[src/rtl/dsq_pkg.sv]
package dsq_pkg;

    typedef enum logic [1:0] {
        ST_IDLE  = 2'd0,
        ST_ACQ   = 2'd1,
        ST_FRAME = 2'd2
    } seq_state_e;

    // Two's complement unless the input is referred to ground (single-ended
    // or pseudo-differential) and the narrow span is selected.
    function automatic logic coding_is_twos(input logic single,
                                            input logic addr0,
                                            input logic wide);
        return wide || (!single && !addr0);
    endfunction

endpackage

[src/rtl/dsq_divider.sv]
module dsq_divider #(
    parameter int HALF = 2
) (
    input  logic clk,
    input  logic rst_n,
    input  logic run,
    output logic tick
);
    localparam int CW = (HALF > 1) ? $clog2(HALF) : 1;

    logic [CW-1:0] cnt_q, cnt_d;

    always_comb begin
        cnt_d = cnt_q;
        tick  = 1'b0;
        if (!run) begin
            cnt_d = '0;
        end else if (cnt_q == CW'(HALF - 1)) begin
            cnt_d = '0;
            tick  = 1'b1;
        end else begin
            cnt_d = cnt_q + 1'b1;
        end
    end

    always_ff @(posedge clk or negedge rst_n) begin
        if (!rst_n) cnt_q <= '0;
        else        cnt_q <= cnt_d;
    end
endmodule

[src/rtl/dsq_capture.sv]
module dsq_capture #(
    parameter int NCONV = 2,
    parameter int W     = 12
) (
    input  logic                      clk,
    input  logic                      rst_n,
    input  logic                      shift_en,
    input  logic [NCONV-1:0]          din,
    output logic [NCONV-1:0][W-1:0]   word
);
    for (genvar g = 0; g < NCONV; g++) begin : g_lane
        logic [W-1:0] sh_q, sh_d;

        always_comb begin
            sh_d = sh_q;
            if (shift_en) sh_d = {sh_q[W-2:0], din[g]};
        end

        always_ff @(posedge clk or negedge rst_n) begin
            if (!rst_n) sh_q <= '0;
            else        sh_q <= sh_d;
        end

        assign word[g] = sh_q;
    end
endmodule

[src/rtl/dsq_coding.sv]
module dsq_coding #(
    parameter int W = 12
) (
    input  logic [W-1:0] raw,
    input  logic         twos,
    input  logic         to_offset,
    output logic [W-1:0] word
);
    logic flip;

    always_comb begin
        flip = twos && to_offset;
        word = raw ^ {flip, {(W-1){1'b0}}};
    end
endmodule

[src/rtl/dual_sar_sequencer.sv]
module dual_sar_sequencer
    import dsq_pkg::*;
#(
    parameter int DATA_W     = 12,
    parameter int LEAD_BITS  = 2,
    parameter int TAIL_BITS  = 2,
    parameter int SCLK_HALF  = 2,
    parameter int ACQ_CYCLES = 20
) (
    input  logic              clk,
    input  logic              rst_n,
    input  logic              req_valid,
    output logic              req_ready,
    input  logic [2:0]        req_addr,
    input  logic              req_single,
    input  logic              req_wide,
    input  logic              req_offset,
    output logic              adc_cs_n,
    output logic              adc_sclk,
    output logic [2:0]        adc_addr,
    output logic              adc_single,
    output logic              adc_wide,
    input  logic              adc_dout_a,
    input  logic              adc_dout_b,
    output logic              res_valid,
    output logic [DATA_W-1:0] res_word_a,
    output logic [DATA_W-1:0] res_word_b,
    output logic              res_twos
);
    localparam int NCONV      = 2;
    localparam int TRACK_EDGE = LEAD_BITS + DATA_W;
    localparam int FRAME_LEN  = TRACK_EDGE + TAIL_BITS;
    localparam int EW         = $clog2(FRAME_LEN + 1);
    localparam int AW         = $clog2(ACQ_CYCLES + 1);

    typedef struct packed {
        seq_state_e    st;
        logic          cs_n;
        logic          sclk;
        logic [EW-1:0] edges;
        logic [AW-1:0] acq;
        logic [2:0]    addr;
        logic          single;
        logic          wide;
        logic          offset;
        logic          pend;
        logic          track;
        logic          f_single;
        logic          f_addr0;
        logic          f_wide;
        logic          f_offset;
        logic          res_valid;
    } regs_t;

    regs_t q, d;

    logic                          tick;
    logic                          rise_evt;
    logic [EW-1:0]                 edge_nx;
    logic                          shift_en;
    logic                          accept;
    logic                          lines_chg;
    logic                          frame_twos;
    logic [NCONV-1:0]              din;
    logic [NCONV-1:0][DATA_W-1:0]  raw_w;
    logic [NCONV-1:0][DATA_W-1:0]  out_w;

    dsq_divider #(.HALF(SCLK_HALF)) u_div (
        .clk   (clk),
        .rst_n (rst_n),
        .run   (q.st == ST_FRAME),
        .tick  (tick)
    );

    assign din = {adc_dout_b, adc_dout_a};

    dsq_capture #(.NCONV(NCONV), .W(DATA_W)) u_cap (
        .clk      (clk),
        .rst_n    (rst_n),
        .shift_en (shift_en),
        .din      (din),
        .word     (raw_w)
    );

    assign frame_twos = coding_is_twos(q.f_single, q.f_addr0, q.f_wide);

    for (genvar g = 0; g < NCONV; g++) begin : g_code
        dsq_coding #(.W(DATA_W)) u_code (
            .raw       (raw_w[g]),
            .twos      (frame_twos),
            .to_offset (q.f_offset),
            .word      (out_w[g])
        );
    end

    always_comb begin
        d = q;
        d.res_valid = 1'b0;

        req_ready = (q.st == ST_IDLE) || (q.st == ST_FRAME && q.track && !q.pend);
        accept    = req_valid && req_ready;
        lines_chg = accept &&
                    ({req_addr, req_single, req_wide} != {q.addr, q.single, q.wide});

        rise_evt = (q.st == ST_FRAME) && tick && !q.sclk;
        edge_nx  = q.edges + 1'b1;
        shift_en = rise_evt && (edge_nx > EW'(LEAD_BITS)) && (edge_nx <= EW'(TRACK_EDGE));

        if (q.acq != AW'(ACQ_CYCLES)) d.acq = q.acq + 1'b1;

        if (accept) begin
            d.addr   = req_addr;
            d.single = req_single;
            d.wide   = req_wide;
            d.offset = req_offset;
            if (lines_chg) d.acq = '0;
            if (q.st == ST_IDLE) d.st = ST_ACQ;
            else                 d.pend = 1'b1;
        end

        case (q.st)
            ST_ACQ: begin
                if (q.acq == AW'(ACQ_CYCLES)) begin
                    d.st       = ST_FRAME;
                    d.cs_n     = 1'b0;
                    d.sclk     = 1'b1;
                    d.edges    = '0;
                    d.track    = 1'b0;
                    d.f_single = q.single;
                    d.f_addr0  = q.addr[0];
                    d.f_wide   = q.wide;
                    d.f_offset = q.offset;
                end
            end
            ST_FRAME: begin
                if (tick) begin
                    d.sclk = !q.sclk;
                    if (!q.sclk) begin
                        d.edges = edge_nx;
                        if (edge_nx == EW'(TRACK_EDGE)) begin
                            d.track     = 1'b1;
                            d.acq       = '0;
                            d.res_valid = 1'b1;
                        end
                        if (edge_nx == EW'(FRAME_LEN)) begin
                            d.cs_n = 1'b1;
                            d.st   = (q.pend || accept) ? ST_ACQ : ST_IDLE;
                            d.pend = 1'b0;
                        end
                    end
                end
            end
            default: ;
        endcase
    end

    always_ff @(posedge clk or negedge rst_n) begin
        if (!rst_n) begin
            q      <= '0;
            q.cs_n <= 1'b1;
            q.sclk <= 1'b1;
        end else begin
            q <= d;
        end
    end

    assign adc_cs_n   = q.cs_n;
    assign adc_sclk   = q.sclk;
    assign adc_addr   = q.addr;
    assign adc_single = q.single;
    assign adc_wide   = q.wide;
    assign res_valid  = q.res_valid;
    assign res_word_a = out_w[0];
    assign res_word_b = out_w[1];
    assign res_twos   = frame_twos && !q.f_offset;

endmodule

[config.mk]
export PLATFORM = sky130hd
export DESIGN_NAME = dual_sar_sequencer
export DESIGN_NICKNAME = d
export VERILOG_FILES = /design/src/rtl/dsq_pkg.sv /design/src/rtl/dsq_divider.sv /design/src/rtl/dsq_capture.sv /design/src/rtl/dsq_coding.sv /design/src/rtl/dual_sar_sequencer.sv
export SDC_FILE = /design/constraint.sdc
export NUM_CORES = 1
export LEC_CHECK = 0
export BUFFER_PORTS_ARGS = -buffer_cell sky130_fd_sc_hd__buf_4
export CORE_MARGIN = 3
export CORE_UTILIZATION = 25
export DETAILED_ROUTE_END_ITERATION = 7
export PLACE_DENSITY_LB_ADDON = 0.08
export SETUP_SLACK_MARGIN = 0.3
export SLEW_MARGIN = 20
export SYNTH_ARGS = -nofsm -noshare
export SYNTH_HDL_FRONTEND = slang
export SYNTH_SLANG_ARGS = --single-unit
[constraint.sdc]
create_clock -name clk -period 3.75 [get_ports clk]
set_clock_uncertainty 0.1 [all_clocks]
set_input_delay 0.75 -clock clk [delete_from_list [all_inputs] [get_ports clk]]
set_output_delay 0.75 -clock clk [all_outputs]
set_load 0.01 [all_outputs]
## After elaboration in Yosys (flattened, before gate mapping)

Index checks and enable logic that the tools add are counted.

- Bits in registers: 52
- Bits in latches: 0
- Memory bits (writable): 0
- ROM bits: 0
- Input port bits: 11
- Output and inout port bits: 34
- Memories: 0

- Add/subtract/negate cells: 3
- Multiply operators: 0
- Div/mod/pow operators: 0
- Order comparisons: 2
- Eq/ne operators: 12
- Shifts and indexed selects: 0
- Multiplexer cells: 30
- Bitwise gates (word level): 2
- Reduce and logical (&&, ||, !) cells: 26

Operator list:

| operator | count |
|---|---|
| 5-bit 2-to-1 mux | 5 |
| 12-bit XOR | 2 |
| 9-bit one-hot mux with 2 select lines | 1 |
| 14-bit 2-to-1 mux | 1 |
| 1-bit 2-to-1 mux | 13 |
| 12-bit 2-to-1 mux | 1 |
| 1-bit logical AND | 11 |
| 5-bit by 1-bit adder with 5-bit output, second input constant | 2 |
| 5-bit equality test, second input constant | 2 |
| 10-bit 2-to-1 mux | 1 |
| 2-bit != test, second input constant | 5 |
| 5-bit AND reduction | 2 |
| 9-bit 2-to-1 mux | 1 |
| 2-bit 2-to-1 mux | 4 |
| 3-bit 2-to-1 mux | 2 |
| 5-bit by 4-bit equality test with 1-bit output, second input constant | 1 |
| 5-bit by 2-bit greater-than comparator with 1-bit output, second input constant | 1 |
| 5-bit by 4-bit <= comparator with 1-bit output, second input constant | 1 |
| 1-bit zero test | 5 |
| 5-bit != test | 1 |
| 5-bit != test, second input constant | 1 |
| 4-bit AND reduction | 1 |
| 1-bit logical OR | 3 |
| 3-bit AND reduction | 1 |
| other kinds (7) | 7 |

## Depth between registers and ports, before layout

Gate-level depths: netlist of the first run.

- Depth in word-level cells: 12
- Mapped depth: 8

## Cells and area by module

A second synthesis of the first run with hierarchy kept.

- Cells, all modules: 241
- Area total of the unflattened synthesis: 2907.8 µm²

Modules (own cells, without submodules):

| module | instances | cells each | area each (µm²) | sequential area each (µm²) |
|---|---|---|---|---|
| dual_sar_sequencer | 1 | 161 | 1679.1 | 678.2 |
| dsq_capture | 1 | 51 | 997.2 | 600.6 |
| dsq_coding | 2 | 13 | 95.1 | 0.0 |
| dsq_divider | 1 | 3 | 41.3 | 25.0 |

## Least setup slack after synthesis of the first run

No wires, ideal clock.

- Kind: register to register
- Start: reg q[18] (netlist name)
- End: reg u_cap.g_lane[0].sh_q[10]
- Setup time: 0.125 ns
- Arrival time: 1.901 ns
- Required time: 3.525 ns
- Slack: 1.624 ns
- Stages on the path, launching flop included: 9
- Period minus slack after synthesis: 2.126 ns
- Cells stage by stage: dfrtp_1 -> ha_1 -> buf_4 -> nor3_1 -> a21oi_1 -> a211o_2 -> nand4_4 -> buf_6 -> mux2_4

- Cells in the longest elaborated chain, start to end: 4
- Elaborated cells between the ends (all ways): 5

Ends and longest elaborated chain:

| what | RTL line | source |
|---|---|---|
| start: declaration | dual_sar_sequencer.sv:55 | `regs_t q, d;` |
| 5-bit by 1-bit adder with 5-bit output * | dual_sar_sequencer.sv:106 | `edge_nx = q.edges + 1'b1;` |
| 5-bit by 2-bit greater-than comparator with 1-bit output | dual_sar_sequencer.sv:107 | `shift_en = rise_evt && (edge_nx > EW'(LEAD_BITS)) && (edge_nx <= EW'(TRACK_EDGE));` |
| 1-bit logical AND | dual_sar_sequencer.sv:107 |  |
| 1-bit logical AND * | dual_sar_sequencer.sv:107 |  |
| end signal: assignment | dsq_capture.sv:20 | `if (!rst_n) sh_q <= '0;` |
| end signal: assignment | dsq_capture.sv:21 | `else sh_q <= sh_d;` |
| end: declaration | dsq_capture.sv:12 | `logic [W-1:0] sh_q, sh_d;` |

Mark *: on every way between the ends. The rest lies on a longest branch, timed or not.
A chain may end at the register's enable or synchronous reset.

## Final worst setup path of the first run

- Start: reg q[18] (netlist name)
- End: reg u_cap.g_lane[1].sh_q[8]

- Cells in the longest elaborated chain, start to end: 4
- Elaborated cells between the ends (all ways): 5

Ends and longest elaborated chain:

| what | RTL line |
|---|---|
| 5-bit by 1-bit adder with 5-bit output * | dual_sar_sequencer.sv:106 |
| 5-bit by 2-bit greater-than comparator with 1-bit output | dual_sar_sequencer.sv:107 |
| 1-bit logical AND | dual_sar_sequencer.sv:107 |
| 1-bit logical AND * | dual_sar_sequencer.sv:107 |
| end signal: assignment | dsq_capture.sv:20 |
| end signal: assignment | dsq_capture.sv:21 |
| end: declaration | dsq_capture.sv:12 |

Marks and branches as above.

==> results of run 1 <==
-- cells by family (layout without fill, tap and decap cells) --
kind of cell	Yosys count	after routing	share of synthesized area, %
mux	36	36	17.2
compound gates	31	31	7.53
buf+inv	43	64	10.1
simple gates	52	52	10.1
xor+xnor	14	14	4.42
fa+ha+maj	8	8	3.61
flops	52	52	47.0
-- per-layer routing --
metal	part of all wire, %	GRT usage (%)	wire (um)
met3	3.8	2.55	207
met4	1.0	3.16	55
met2	46	14.4	2490
met5	0	0	0
met1	49	12.5	2640
-- metrics by stage --
| step | cells | worst slack (ns) | total power (uW) | util [%] |
|---|---|---|---|---|
| floorplan | 236 | 1.62 | 635 | - |
| global placement | 385 | 1.14 | 663 | 28.8 |
| detailed placement | 385 | 1.16 | 663 | 28.8 |
| CTS | 393 | 1.13 | 1010 | 29.7 |
| global route | 393 | 0.922 | 1030 | 29.7 |
| finish | 393 | 1.16 | 979 | 29.7 |
-- worst max-delay path: stages, from the launching register on --
cell and delay [ns]:
dfrtp_1 0.48, ha_1 0.39, inv_1 0.12, o32ai_2 0.26, a211o_2 0.16, nand4_4 0.47
mux2_4 0.48
-- path summary, 6_finish.rpt --
path	start	endpoint	cells after the start
worst max-delay path	q[18]	u_cap.g_lane[1].sh_q[8]	6
worst min-delay path	rst_n	q[25]	1
worst max register to register	q[18]	u_cap.g_lane[1].sh_q[8]	6
worst min register to register	adc_cs_n	adc_cs_n	2
max in group asynchronous	rst_n	q[19]	1
min in group clk	adc_cs_n	adc_cs_n	2
-- power groups by stage --
stage          Combinational [uW]  Clock [uW]  Sequential (uW)
5_1_grt                      72.1         372              587
3_3_place_gp                 67.9           0              595
3_5_place_dp                 68.2           0              595
4_1_cts                      68.1         355              584
2_1_floorplan                43.8           0              591
6_report                     65.4         330              583
-- layout by cell type, fill, tap and decap left out, drive strengths merged, types with 4 or more instances in the layout --
master / count
xor2: 8
inv: 12
nor3: 4
a21oi: 5
xnor2: 6
clkbuf: 5
nor2: 14
o21ai: 12
nand3: 8
mux2: 34
dfrtp: 50
ha: 8
nand2: 13
buf: 45
-- final cells by class --
class                      count  area (um^2)  share of cell area, %
clock buffer                   5         68.8                   2.20
clock inverter                 3         22.5                  0.719
inverter                      11         41.3                   1.32
multi-input combinational    141         1190                   38.0
sequential                    52         1300                   41.6
tap                          136          170                   5.43
timing repair buffer          45          338                   10.8
==> reports/qor.csv, run 1 <==
metric,value,unit
status,"complete, no violations",
Pint,745,uW
area share of the largest cell type after synthesis,45.1,%
DR pass1 iterations,4,
GRT Total Usage,9.25,%
Static Leak,0.00145,uW
Final min period,2.59,ns
diode count,0,
"Warnings, synthesis",0,
CTS Hold Bufs,0,
CP Class,flop to flop,
first-pass GRT wire length,9.24,mm
Clock power frac,33.7,%
Net Sw Frac,23.9,%
RSZ-0062 raised after global routing,no,
Crit Path Max Fanout,24,
Seq pwr share,59.6,%
Mapped Cells,236,
vias per std cell,4.27,
Tcrit/Tclk final,69.0,%
total gr overflow,0,
fin nets,275,
Synth area leaders,"dfrtp_1 (45%), mux2_4 (11%), buf_4 (7.3%)",
Slew Limit Fails,0,
CORE AREA,10600,um^2
Setup crit end kind,flop,
Critical Path AT,2.68,ns
R2R Setup Slk,1.16,ns
Post-Synthesis Cell Area,2770,um^2
"Top FF cell, synth",dfrtp_1,
Port Buffers,44,
sw power,234,uW
FILL cells,1106,
"EDFF count, synth",0,
placed cell area,3040,um^2
Die Ht,111,um
routed wire length,5.39,mm
cts bufs inserted,5,
max_cap viols,0,
Worst Max-Slew Pin Slew,0.674,ns
Yosys cell types,40,
Site Rows,37,
post-route ant nets,0,
Largest register FFs,24,
ys async rst share,100,%
Logic pwr share,6.7,%
initial antenna violation count,0,
Fmax,387,MHz
Clock Path Buffers,2,
Final setup viols,0,
Syn Nets,255,
most numerous cell in the Yosys netlist,dfrtp_1,
Setup Buffers After CTS,0,
category of the worst setup path launch point,flop,
"area leader, netlist",dfrtp_1,
CTS tree,yes,
Skew-Pair Late Insertion Delay,0.30,ns
"Req. time, crit path",3.84,ns
WHS,0.379,ns
Post-Route Setup TNS,0,ns
synthesized area per cell,11.8,um^2
vias,1679,
CTS root buf,clkbuf_8,
CTS HTree Levels,2,
final hold viol count,0,
die area,12400,um^2
vias in the first global route,1752,
CTS resizes,0,
residual DRC count,0,
Initial Utilization,26.3,%
DPL Wire Length,3.84,mm
power density over cell area,312,nW/um^2
largest net degree at the start of global routing,53,
area growth from synthesis to layout,13.0,%
share of cells above drive strength 1,37.0,%
RD Place Congestion,0.709,
most frequent cells after synthesis,"dfrtp_1 (50), buf_4 (27), mux2_4 (20), mux2_2 (14), nor2_1 (14)",
Reg with most FFs,u_cap.g_lane.sh_q,
#FFs+latches synth,52,
final instance area,3130,um^2
CTS sink cnt,52,
clk slew on worst S/H paths,0.10,ns
sequential share of the synthesized area,47.0,%
Ports,45,
Starting DRT DRC Count,41,
HP Class,input port to asynchronous set/reset pin,
Routed wire per std cell,13.7,um
Max-slew headroom,55.1,%
DIE WIDTH,111,um
IR Drop Worst-Case VDD,134,uV
Power figures use the tool's default switching activity.
==> inputs of run 2 (changes only) <==
clock period = 2.67 ns   (was 3.75 ns; I/O delays follow)
==> reports/qor.csv, run 2 (synthesis results as in run 1) <==
metric,value,unit,change
clk slew on worst S/H paths,0.11,ns,about the same
share of cells above drive strength 1,40.5,%,+3.5 points
CP Class,flop to output pin,,
DR pass1 iterations,4,,unchanged
crit-path max cell delay,0.39,ns,-0.09 ns
routed wire length,5.52,mm,+2.3%
post-route ant nets,0,,unchanged
largest net degree at the start of global routing,53,,unchanged
HP Class,input port to asynchronous set/reset pin,,
CTS tree,yes,,
Ports,45,,unchanged
Routed wire per std cell,13.9,um,+1.0%
fin nets,280,,+1.8%
CTS sink cnt,52,,unchanged
CTS HTree Levels,2,,unchanged
"Critical Path, Cell by Cell","inv_1, ha_2, and3b_1, or2_2, buf_4",,
reg-to-reg startpoint,q[18],,
CP max stage cell,dfrtp_1,,
CTS Hold Bufs,0,,unchanged
Clock Path Buffers,2,,unchanged
Final min period,2.28,ns,
RD Place Congestion,0.716,,+0.99%
residual DRC count,0,,unchanged
Setup crit end kind,output pin,,
total gr overflow,0,,unchanged
CTS root buf,clkbuf_8,,
final instance area,3210,um^2,+2.4%
Site Rows,37,,unchanged
IR Drop Worst-Case VDD,207,uV,+55%
"commonest cells after routing, fill and taps aside","dfrtp_1 (49), buf_4 (49), mux2_4 (20)",,
Initial Utilization,26.3,%,unchanged
Max-slew headroom,53.8,%,-1.3 points
DIE WIDTH,111,um,unchanged
max_cap viols,0,,unchanged
Final setup viols,0,,unchanged
FILL cells,1088,,-1.6%
die area,12400,um^2,unchanged
vias,1686,,+0.42%
Static Leak,0.00147,uW,+1.4%
Largest register FFs,24,,unchanged
R2R Setup Slk,0.45,ns,-0.71 ns
Placed Cells,389,,+1.0%
r2r endpoint,u_cap.g_lane[1].sh_q[11],,
RSZ-0062 raised after global routing,no,,
Slew Limit Fails,0,,unchanged
"non-filler cells, final",398,,+1.3%
GRT Total Usage,9.40,%,+0.15 points
Post-Route Setup TNS,0,ns,unchanged
placed cell area,3090,um^2,+1.4%
power density over cell area,437,nW/um^2,+40%
diode count,0,,unchanged
"Req. time, crit path",2.04,ns,-1.80 ns
cts bufs inserted,5,,unchanged
Die Ht,111,um,unchanged
initial antenna violation count,0,,unchanged
reg2reg path depth,6,,unchanged
Fmax,439,MHz,
category of the worst setup path launch point,flop,,
Crit Path Max Fanout,8,,-67%
Critical Path AT,1.64,ns,-1.04 ns
CORE AREA,10600,um^2,unchanged
Port Buffers,44,,unchanged
final hold viol count,0,,unchanged
Reg with most FFs,u_cap.g_lane.sh_q,,
Worst Max-Slew Pin Slew,0.693,ns,+0.0188 ns
DPL Wire Length,3.88,mm,+1.1%
vias per std cell,4.24,,-0.84%
first-pass GRT wire length,9.53,mm,+3.1%
area growth from synthesis to layout,15.7,%,
status,"complete, no violations",,
vias in the first global route,1806,,+3.1%
Starting DRT DRC Count,41,,unchanged
Skew-Pair Late Insertion Delay,0.31,ns,about the same
Tcrit/Tclk final,85.3,%,
[run 2: layer usage]
metal	track usage, %	part of all wire, %	up-vias
li1	-	-	833
met1	12.7	48	816
met2	14.7	47	31
met3	2.45	4.0	6
met4	3.16	1.6	0
met5	0	0	-
[run 2: power breakdown]
group          total (uW)  switching [uW]  internal (uW)
logic                92.6            39.2           53.4
registers             820            15.7            804
clock network         491             299            192
total                1400             354           1050
[run 2: how the worst max path moves through the flow]
| stage | start | end | slack [ns] | depth (start not counted) |
|---|---|---|---|---|
| floorplan | q[18] | u_cap.g_lane[0].sh_q[10] | 0.54 | 8 |
| global placement | q[18] | u_cap.g_lane[1].sh_q[10] | 0.41 | 7 |
| detailed placement | q[18] | u_cap.g_lane[1].sh_q[10] | 0.39 | 7 |
| CTS | q[25] | req_ready | 0.34 | 5 |
| global route | q[25] | req_ready | 0.29 | 5 |
| finish | q[25] | req_ready | 0.39 | 5 |
[run 2: what timing repair did]
| item | 4_1_cts | 5_1_grt |
|---|---|---|
| setup buffers | 0 | 1 |
| gates cloned | 0 | 0 |
| endpoints found under the setup margin | 1 | 30 |
| resized for setup | 1 | 5 |
[run 2: final cells by class]
type | count | area (um^2) | share of cell area [%]
Multi-Input combinational cell | 141 | 1210 | 37.7
Inverter | 11 | 41.3 | 1.29
Sequential cell | 52 | 1310 | 40.7
Clock inverter | 3 | 25.0 | 0.780
Clock buffer | 5 | 68.8 | 2.14
Timing Repair Buffer | 50 | 388 | 12.1
Tap cell | 136 | 170 | 5.30
[run 2: critical path, delay by kind of cell, from the launching register on]
family,cells,cell delay (ns)
AND/OR/NAND/NOR,2,0.47
adder cells (fa/ha/maj),1,0.25
buffers and inverters,2,0.23
flip-flops,1,0.39
[run 2: through the flow]
step / hold WS [ns] / power [uW] / utilization (%) / worst slack [ns]
6_report: 0.155 / 1400 / 30.4 / 0.391
2_1_floorplan: 0.138 / 891 / - / 0.544
4_1_cts: 0.181 / 1440 / 30.1 / 0.340
5_1_grt: 0.204 / 1480 / 30.4 / 0.287
3_5_place_dp: 0.373 / 932 / 29.2 / 0.394
3_3_place_gp: 0.364 / 932 / 29.2 / 0.411
